## config.mk

```make
export PLATFORM = sky130hd
export DESIGN_NAME = reset_supervisor
export DESIGN_NICKNAME = d
export VERILOG_FILES = /design/src/rtl/rsup_pkg.sv /design/src/rtl/rsup_sync.sv /design/src/rtl/rsup_ext_qual.sv /design/src/rtl/rsup_stretch.sv /design/src/rtl/rsup_regs.sv /design/src/rtl/reset_supervisor.sv
export SDC_FILE = /design/constraint.sdc
export NUM_CORES = 1
export LEC_CHECK = 0
export ABC_CLOCK_PERIOD_IN_PS = 2400
export BUFFER_PORTS_ARGS = -buffer_cell sky130_fd_sc_hd__buf_4
export CELL_PAD_IN_SITES_DETAIL_PLACEMENT = 1
export CELL_PAD_IN_SITES_GLOBAL_PLACEMENT = 1
export CORE_ASPECT_RATIO = 1.4
export CORE_UTILIZATION = 43
export CTS_CLUSTER_DIAMETER = 40
export CTS_CLUSTER_SIZE = 40
export DETAILED_ROUTE_END_ITERATION = 6
export PLACE_DENSITY = 0.83
export SETUP_SLACK_MARGIN = 0.2
export SYNTH_ARGS = -nofsm -noshare
export SYNTH_HDL_FRONTEND = slang
export SYNTH_SLANG_ARGS = --single-unit
```

## constraint.sdc

```tcl
create_clock -name clk -period 2.4 [get_ports clk]
set_input_delay 0.24 -clock clk [delete_from_list [all_inputs] [get_ports clk]]
set_output_delay 0.24 -clock clk [all_outputs]
set_load 0.05 [all_outputs]
```

## src/rtl/rsup_pkg.sv

```systemverilog
package rsup_pkg;

  localparam int RSUP_ADDR_W = 2;

  // software write map
  typedef enum logic [RSUP_ADDR_W-1:0] {
    REG_FLAGS  = 2'd0,
    REG_SHADOW = 2'd1,
    REG_KEY_A  = 2'd2,
    REG_KEY_B  = 2'd3
  } rsup_addr_e;

  // flag bit positions in a write to REG_FLAGS
  localparam int FLAG_POF = 0;
  localparam int FLAG_LVF = 1;
  localparam int FLAG_OSF = 2;

  // enable pair: lv is bit 0, osc is bit 1
  typedef struct packed {
    logic osc;
    logic lv;
  } rst_en_t;

  localparam int EN_W = $bits(rst_en_t);
  localparam rst_en_t RSUP_EN_RESET = '{osc: 1'b1, lv: 1'b1};

  // asynchronous input lanes through the synchronizer
  localparam int LANE_EXT = 0;
  localparam int LANE_LV  = 1;
  localparam int LANE_OSC = 2;
  localparam int N_LANES  = 3;

endpackage

```

## src/rtl/rsup_sync.sv

```systemverilog
module rsup_sync #(
  parameter int WIDTH  = 3,
  parameter int STAGES = 2
) (
  input  logic             clk,
  input  logic             rst,
  input  logic [WIDTH-1:0] d_i,
  output logic [WIDTH-1:0] q_o
);

  logic [STAGES-1:0][WIDTH-1:0] pipe_q;
  logic [STAGES-1:0][WIDTH-1:0] pipe_d;

  generate
    if (STAGES == 1) begin : g_single
      assign pipe_d = d_i;
    end else begin : g_chain
      assign pipe_d = {pipe_q[STAGES-2:0], d_i};
    end
  endgenerate

  always_ff @(posedge clk) begin
    if (rst) pipe_q <= '0;
    else     pipe_q <= pipe_d;
  end

  assign q_o = pipe_q[STAGES-1];

endmodule

```

## src/rtl/rsup_ext_qual.sv

```systemverilog
module rsup_ext_qual #(
  parameter int MIN_CYCLES = 24
) (
  input  logic clk,
  input  logic rst,
  input  logic pin_low_i,
  output logic hit_o
);

  localparam int CW = $clog2(MIN_CYCLES + 1);
  localparam logic [CW-1:0] CNT_TOP = CW'(MIN_CYCLES);

  logic [CW-1:0] low_cnt_q;

  // count consecutive low samples, saturate at the qualifying length
  always_ff @(posedge clk) begin
    if (rst || !pin_low_i) low_cnt_q <= '0;
    else if (low_cnt_q != CNT_TOP) low_cnt_q <= low_cnt_q + CW'(1);
  end

  assign hit_o = (low_cnt_q == CNT_TOP);

endmodule

```

## src/rtl/rsup_stretch.sv

```systemverilog
module rsup_stretch #(
  parameter int HOLD_CYCLES = 16
) (
  input  logic clk,
  input  logic por,
  input  logic src_i,
  output logic rst_o
);

  localparam int HW = $clog2(HOLD_CYCLES + 1);
  localparam logic [HW-1:0] HOLD_LOAD = HW'(HOLD_CYCLES);

  logic [HW-1:0] hold_q;
  logic          rst_q;

  always_ff @(posedge clk) begin
    if (por || src_i) begin
      hold_q <= HOLD_LOAD;
      rst_q  <= 1'b1;
    end else if (hold_q != '0) begin
      hold_q <= hold_q - HW'(1);
      rst_q  <= 1'b1;
    end else begin
      rst_q  <= 1'b0;
    end
  end

  assign rst_o = rst_q;

endmodule

```

## src/rtl/rsup_regs.sv

```systemverilog
module rsup_regs
  import rsup_pkg::*;
#(
  parameter int                DATA_W = 8,
  parameter logic [DATA_W-1:0] KEY_A  = 8'hA5,
  parameter logic [DATA_W-1:0] KEY_B  = 8'h5A
) (
  input  logic                   clk,
  input  logic                   por,
  input  logic                   rst_int,
  input  logic                   lv_evt,
  input  logic                   osc_evt,
  input  logic                   wr_en,
  input  logic [RSUP_ADDR_W-1:0] wr_addr,
  input  logic [DATA_W-1:0]      wr_data,
  output logic                   pof_o,
  output logic                   lvf_o,
  output logic                   osf_o,
  output rst_en_t                en_o
);

  logic    wr_ok;
  logic    hit_flags, hit_shadow, hit_key_a, hit_key_b;
  logic    key_a_ok, key_b_ok;
  logic    pof_q, lvf_q, osf_q;
  logic    pof_d, lvf_d, osf_d;
  rst_en_t en_q, shadow_q;
  logic    armed_q;

  assign wr_ok      = wr_en & ~rst_int;
  assign hit_flags  = wr_ok && (wr_addr == REG_FLAGS);
  assign hit_shadow = wr_ok && (wr_addr == REG_SHADOW);
  assign hit_key_a  = wr_ok && (wr_addr == REG_KEY_A);
  assign hit_key_b  = wr_ok && (wr_addr == REG_KEY_B);
  assign key_a_ok   = hit_key_a && (wr_data == KEY_A);
  assign key_b_ok   = hit_key_b && (wr_data == KEY_B) && armed_q;

  // flag next state: software load first, hardware set on top
  always_comb begin
    pof_d = pof_q;
    lvf_d = lvf_q;
    osf_d = osf_q;
    if (hit_flags) begin
      pof_d = wr_data[FLAG_POF];
      lvf_d = wr_data[FLAG_LVF];
      osf_d = wr_data[FLAG_OSF];
    end
    if (lv_evt)  lvf_d = 1'b1;
    if (osc_evt) osf_d = 1'b1;
  end

  // flags answer only to power-on, never to the internal reset
  always_ff @(posedge clk) begin
    if (por) begin
      pof_q <= 1'b1;
      lvf_q <= 1'b0;
      osf_q <= 1'b0;
    end else begin
      pof_q <= pof_d;
      lvf_q <= lvf_d;
      osf_q <= osf_d;
    end
  end

  // enables: shadow plus two-key commit, restored by any reset
  always_ff @(posedge clk) begin
    if (por || rst_int) begin
      en_q     <= RSUP_EN_RESET;
      shadow_q <= RSUP_EN_RESET;
      armed_q  <= 1'b0;
    end else begin
      if (wr_ok)      armed_q  <= key_a_ok;
      if (hit_shadow) shadow_q <= rst_en_t'(wr_data[EN_W-1:0]);
      if (key_b_ok)   en_q     <= shadow_q;
    end
  end

  assign pof_o = pof_q;
  assign lvf_o = lvf_q;
  assign osf_o = osf_q;
  assign en_o  = en_q;

endmodule

```

## src/rtl/reset_supervisor.sv

```systemverilog
module reset_supervisor
  import rsup_pkg::*;
#(
  parameter int                SYNC_STAGES    = 2,
  parameter int                EXT_MIN_CYCLES = 24,
  parameter int                HOLD_CYCLES    = 16,
  parameter int                DATA_W         = 8,
  parameter logic [DATA_W-1:0] FEED_KEY_A     = 8'hA5,
  parameter logic [DATA_W-1:0] FEED_KEY_B     = 8'h5A
) (
  input  logic                   clk,
  input  logic                   por_i,
  input  logic                   ext_rst_n_i,
  input  logic                   lowv_i,
  input  logic                   oscfail_i,
  input  logic                   wdt_expire_i,
  input  logic                   sw_wr_i,
  input  logic [RSUP_ADDR_W-1:0] sw_addr_i,
  input  logic [DATA_W-1:0]      sw_wdata_i,
  output logic                   rst_int_o,
  output logic                   pof_o,
  output logic                   lvf_o,
  output logic                   osf_o,
  output logic                   lvr_en_o,
  output logic                   ofr_en_o
);

  logic [N_LANES-1:0] raw_lanes;
  logic [N_LANES-1:0] sync_lanes;
  logic               ext_low;
  logic               lv_sync;
  logic               osc_sync;
  logic               ext_hit;
  logic               rst_src;
  logic               rst_int;
  rst_en_t            en;

  always_comb begin
    raw_lanes           = '0;
    raw_lanes[LANE_EXT] = ~ext_rst_n_i;
    raw_lanes[LANE_LV]  = lowv_i;
    raw_lanes[LANE_OSC] = oscfail_i;
  end

  rsup_sync #(
    .WIDTH  (N_LANES),
    .STAGES (SYNC_STAGES)
  ) u_sync (
    .clk (clk),
    .rst (por_i),
    .d_i (raw_lanes),
    .q_o (sync_lanes)
  );

  assign ext_low  = sync_lanes[LANE_EXT];
  assign lv_sync  = sync_lanes[LANE_LV];
  assign osc_sync = sync_lanes[LANE_OSC];

  rsup_ext_qual #(
    .MIN_CYCLES (EXT_MIN_CYCLES)
  ) u_ext_qual (
    .clk       (clk),
    .rst       (por_i),
    .pin_low_i (ext_low),
    .hit_o     (ext_hit)
  );

  assign rst_src = ext_hit
                 | (lv_sync  & en.lv)
                 | (osc_sync & en.osc)
                 | wdt_expire_i;

  rsup_stretch #(
    .HOLD_CYCLES (HOLD_CYCLES)
  ) u_stretch (
    .clk   (clk),
    .por   (por_i),
    .src_i (rst_src),
    .rst_o (rst_int)
  );

  rsup_regs #(
    .DATA_W (DATA_W),
    .KEY_A  (FEED_KEY_A),
    .KEY_B  (FEED_KEY_B)
  ) u_regs (
    .clk     (clk),
    .por     (por_i),
    .rst_int (rst_int),
    .lv_evt  (lv_sync),
    .osc_evt (osc_sync),
    .wr_en   (sw_wr_i),
    .wr_addr (sw_addr_i),
    .wr_data (sw_wdata_i),
    .pof_o   (pof_o),
    .lvf_o   (lvf_o),
    .osf_o   (osf_o),
    .en_o    (en)
  );

  assign rst_int_o = rst_int;
  assign lvr_en_o  = en.lv;
  assign ofr_en_o  = en.osc;

endmodule

```

# Yosys cells after proc, flatten, opt, wreduce, memory -nomap -nowiden

Cells that the tools add are included.

Logic and storage cells: 50
Bits of input ports: 17
RAM bits: 0
Memory bits (read-only): 0
Memories: 0
Output and inout port bits: 6
Bits in registers: 25
Latch bits: 0

Reduce and logical (&&, ||, !) cells: 15
Order comparisons: 0
$mul: 0
Add/sub/neg operators: 2
Divide/modulo/power cells: 0
Bitwise gates (word level): 8
Mux-type cells: 5
Eq/ne operators: 7
Shifts and indexed selects: 0

Operators by type and width:

| cell                                              | count |
|---|---|
| == test 8 x 7 -> 1 bit (second input constant)    | 1 |
| == test 8 bit (second input constant)             | 1 |
| logical AND 1 bit                                 | 7 |
| adder 5 x 1 -> 5 bit (second input constant)      | 1 |
| == test 5 bit (second input constant)             | 1 |
| two-way mux 1 bit                                 | 5 |
| != test 5 bit (second input constant)             | 1 |
| nonzero test 5 bit                                | 1 |
| subtractor 5 x 1 -> 5 bit (second input constant) | 1 |
| == test 2 bit (second input constant)             | 2 |
| nonzero test 2 bit                                | 2 |
| AND 1 bit                                         | 3 |
| logical OR 1 bit                                  | 3 |
| OR 1 bit                                          | 3 |
| == test 2 x 1 -> 1 bit (second input constant)    | 1 |
| logical NOT 2 bit                                 | 1 |
| inverter 1 bit                                    | 2 |
| logical NOT 1 bit                                 | 1 |

# Depth between registers and ports, before layout

Word-level depth: 5
Depth in mapped cells: 5
Depth with buffers taken out: 5

# Hierarchy

Synthesis repeated with hierarchy kept, for this count alone.

Cells, all modules: 113
Area total of the unflattened synthesis: 1136.1 um2

By module, submodules not included:

| module           | times used | area each (um2) | cells each | sequential area each (um2) |
|---|---|---|---|---|
| rsup_regs        | 1          | 391.6           | 43         | 160.2 |
| rsup_ext_qual    | 1          | 300.3           | 27         | 100.1 |
| rsup_stretch     | 1          | 267.8           | 27         | 120.1 |
| rsup_sync        | 1          | 157.7           | 12         | 120.1 |
| reset_supervisor | 1          | 18.8            | 4          | 0.0 |

# Least setup slack after synthesis

No wires, ideal clock.

Kind: reg-to-reg
From: register u_stretch.rst_q (netlist: u_stretch.rst_o)
To: register u_regs.pof_q (netlist: u_regs.pof_o)
Data required time: 2.280 ns
Setup time: 0.120 ns
Arrival time: 1.345 ns
Path slack: 0.935 ns
Stages on the path, launching flop included: 4
Path buffers: 0
Period minus slack after synthesis: 1.465 ns
Cells stage by stage: dfxtp_1 -> nor4b_2 -> nor2b_1 -> a211o_1

Longest elaborated chain between the ends: 3

RTL lines:

| what                   | line               | source |
|---|---|---|
| from (decl)            | rsup_stretch.sv:14 | `logic rst_q;` |
| from (signal assigned) | rsup_stretch.sv:19 | `rst_q <= 1'b1;` |
| from (signal assigned) | rsup_stretch.sv:22 | `rst_q <= 1'b1;` |
| from (signal assigned) | rsup_stretch.sv:24 | `rst_q <= 1'b0;` |
| inverter 1 bit         | rsup_regs.sv:30    | `assign wr_ok = wr_en & ~rst_int;` |
| AND 1 bit              | rsup_regs.sv:30    |  |
| logical AND 1 bit      | rsup_regs.sv:31    | `assign hit_flags = wr_ok && (wr_addr == REG_FLAGS);` |
| to (signal assigned)   | rsup_regs.sv:59    | `pof_q <= pof_d;` |
| to (decl)              | rsup_regs.sv:25    | `logic pof_q, lvf_q, osf_q;` |

Every way passes these cells.
A chain may end at the register's enable or synchronous reset.

# Final worst setup path

From: register u_ext_qual.low_cnt_q[0]
To: register u_stretch.hold_q[1]

Longest elaborated chain between the ends: 5

RTL lines:

| what                   | line                   | source |
|---|---|---|
| from (decl)            | rsup_ext_qual.sv:13    | `logic [CW-1:0] low_cnt_q;` |
| from (signal assigned) | rsup_ext_qual.sv:18    | `else if (low_cnt_q != CNT_TOP) low_cnt_q <= low_cnt_q + CW'(1);` |
| == test 5 bit          | rsup_ext_qual.sv:21    | `assign hit_o = (low_cnt_q == CNT_TOP);` |
| OR 1 bit               | reset_supervisor.sv:69 | `\| (lv_sync & en.lv)` |
| OR 1 bit               | reset_supervisor.sv:70 | `\| (osc_sync & en.osc)` |
| OR 1 bit               | reset_supervisor.sv:71 | `\| wdt_expire_i;` |
| logical OR 1 bit       | rsup_stretch.sv:17     | `if (por \|\| src_i) begin` |
| to (signal assigned)   | rsup_stretch.sv:21     | `hold_q <= hold_q - HW'(1);` |
| to (decl)              | rsup_stretch.sv:13     | `logic [HW-1:0] hold_q;` |

Every way passes these cells.

==> reports/results.tsv <==
stage	metric	value	unit
final_layout	insertedDiodeCount	0	
final_layout	nNetsFinal	154	
setup_path	crit_buf_inv	1	
grt	overflow	0	
synth	synth-seq-cells	25	
die	die_w	44.2	um
route	drc	0	
setup_path	critPathTopFamily	simple AND/OR/NAND/NOR gates	
sta	worst_slew_pin_slew	462	ps
sta	setup_tns	0	ps
sta	worst_slack	849	ps
grt	grt_usage	18.3	%
sta	final.period_utilization	64.6	%
sta	finalHoldViolations	0	
synth	synth_seq_area_share	46.6	%
synth	synthDistinctLibCells	30	
clock_tree	cts_made_buffers	3	
clock_tree	post_cts_resized	0	
clock_tree	cts.clk_slew.worst_paths	120	ps
sta	min_period	1550	ps
outcome	status	complete, no violations	
grt	first_global_vias	847	
die	start_util	45.4	%
final_layout	syn_to_final_growth	20.2	%
synth	synth_area	0.00107	mm2
die	std_cell_rows	21	
synth	syn_avg_cell_area	10.0	um2
final_layout	final_layout_size_suffix_gt1_share	23.5	%
clock_tree	cts_tree	done	
final_layout	utilization	54.6	%
clock_tree	cts_root_buf	clkbuf_4	
synth	synth_area_leader_cell	dfxtp_1	
setup_path	startpoint_type	register	
setup_path	critPathRequiredTime	2620	ps
setup_path	cp.arrival	1770	ps
synth	synth_top_area_share	46.6	%
clock_tree	clk_latency	310	ps
clock_tree	cts_setup_buffers	0	
setup_path	path_class	reg2reg	
final_layout	mostFrequentLayoutCells	25 x dfxtp_1, 22 x buf_4, 13 x nor2_1, 7 x inv_1, 7 x nor2b_1	
route	drtIter0Drc	8	
sta	fin_skew	2.43	ps
power	ir_drop	0.353	mV
power	power_leakage	0.000502	uW
setup_path	crit_slowest_cell	dfxtp_1	
grt	grt_pass1_wl	3.60	mm
die	die_y	61.1	um
synth	yosys_warnings	0	
grt	antenna_found_initial	0	
clock_tree	h-tree-depth	1	
synth	syn_inst	107	
power	power_density	554	mW/mm2
place	pre_cts_ws	860	ps
place	io_buffer_count	22	
route	viasPerCell	5.41	
die	die_area	0.00270	mm2
route	wl_per_cell	14.1	um
clock_tree	ctsLongestPathBuffers	2	
sta	setup_viol	0	
die	io_pins	23	
job	maxCapViolCount	0	
place	gp_routability_congestion	0.728	
route	totalWireLength	2.19	mm
place	dp.final_hpwl	1.82	mm
final_layout	final_common_cell	dfxtp_1	
power	total_power	714	uW
setup_path	cp_slowest_stage_delay	420	ps
clock_tree	cts.sinks	25	
final_layout	fillers	286	
sta	slew_violations	0	
route	vias	839	
route	drtAntennaViolNets	0	
sta	max_freq	645	MHz
sta	rsz0062_at_grt	no	
route	firstDrtPassIters	2	
grt	grt_max_degree	14	
die	core_area	0.00236	mm2
sta	slew_headroom	69.1	%
synth	synth_area_leaders	dfxtp_1 47%, ha_1 4.7%, mux2i_1 4.7%	
setup_path	cp_cell_sequence	inv_1, ha_1, nand4b_1, nand3_1, a211oi_1	
setup_path	crit_path_max_fanout	5	
clock_tree	cts_hold_buf	0	
synth	syn_nets	128	
setup_path	end_kind	register	
worst_hold_path	hp-class	in2reg	
## Yosys cell counts
cell type	number
clkbuf_1	1
nor4b_2	1
o21ai_0	2
or2_2	1
nor4_4	1
nand2_1	4
or4b_4	1
nor3_1	4
a32oi_1	1
a21oi_1	2
dfxtp_1	25
mux2i_1	5
a211o_1	2
or3b_2	1
nor2b_1	7
xor2_1	3
inv_1	7
nand3b_1	1
a211oi_1	2
nand4_1	2
nand3_1	5
nand2b_1	2
nand4b_1	1
nor3b_1	1
and4b_1	1
xnor2_1	4
ha_1	4
nor2_1	13
nor4bb_1	2
nor4b_4	1
## layout make-up
| type | count | area (um2) | share of cell area [%] |
|---|---|---|---|
| Multi-Input combinational cell | 74 | 543 | 42.1 |
| Sequential cell | 25 | 500 | 38.8 |
| Timing Repair Buffer | 22 | 165 | 12.8 |
| Tap cell | 23 | 28.8 | 2.23 |
| Clock buffer | 4 | 26.3 | 2.04 |
| Inverter | 7 | 26.3 | 2.04 |
## registers in the layout, summed over array words and instances (netlist names)
register / flops
u_regs.pof_o: 1
u_regs.armed_q: 1
u_regs.lvf_o: 1
u_regs.shadow_q: 2
u_sync.q_o: 3
u_regs.osf_o: 1
u_sync.pipe_d: 3
u_ext_qual.low_cnt_q: 5
u_stretch.hold_q: 5
u_stretch.rst_o: 1
u_regs.en_o: 2
## worst reg2reg max path: cells and delay by family (launching register included)
family,cells,cell delay (ps)
simple gates,2,480
compound gates,1,310
flops,1,420
buf+inv,1,70
fa+ha+maj,1,190
## kinds of logic (layout without fill, tap and decap cells)
| group | after synthesis | count (layout) | share of synthesized area [%] |
|---|---|---|---|
| buf+inv | 8 | 33 | 2.80 |
| compound gates | 9 | 9 | 5.71 |
| simple gates | 49 | 49 | 29.8 |
| flops | 25 | 25 | 46.6 |
| mux | 5 | 5 | 4.66 |
| fa+ha+maj | 4 | 4 | 4.66 |
| xor+xnor | 7 | 7 | 5.71 |
## per-stage QoR
stage               hold WS (ps)  cell area (um2)  std cells
global placement             394             1260        151
global route                31.1             1290        155
detailed placement           394             1260        151
floorplan                    307             1070        107
finish                      56.2             1290        155
CTS                         45.3             1290        155
## power by group
| group | switching [uW] | internal [uW] |
|---|---|---|
| sequential | 11.0 | 429 |
| combinational | 44.9 | 49.5 |
| clock | 114 | 65.0 |
## path summary, 6_finish.rpt
path	startpoint	end	slack, ps	cells past startpoint
max	u_ext_qual.low_cnt_q[0]$_SDFFE_PP0P_	u_stretch.hold_q[1]$_SDFFE_PP0P_	850	5
min reg2reg	u_sync.pipe_d[4]$_SDFF_PP0_	u_sync.q_o[1]$_SDFF_PP0_	460	1
min	ext_rst_n_i	u_sync.pipe_d[3]$_SDFF_PP0_	60	2
max reg2reg	u_ext_qual.low_cnt_q[0]$_SDFFE_PP0P_	u_stretch.hold_q[1]$_SDFFE_PP0P_	850	5
## layer usage
metal  routed length, um  vias up  track usage (%)
met2                1220       14             32.4
met4                  43        0             9.09
li1                    -      420                -
met3                  57        5             2.64
met1                 871      400             21.5
met5                   0        -                0
Power figures use the tool's default switching activity.
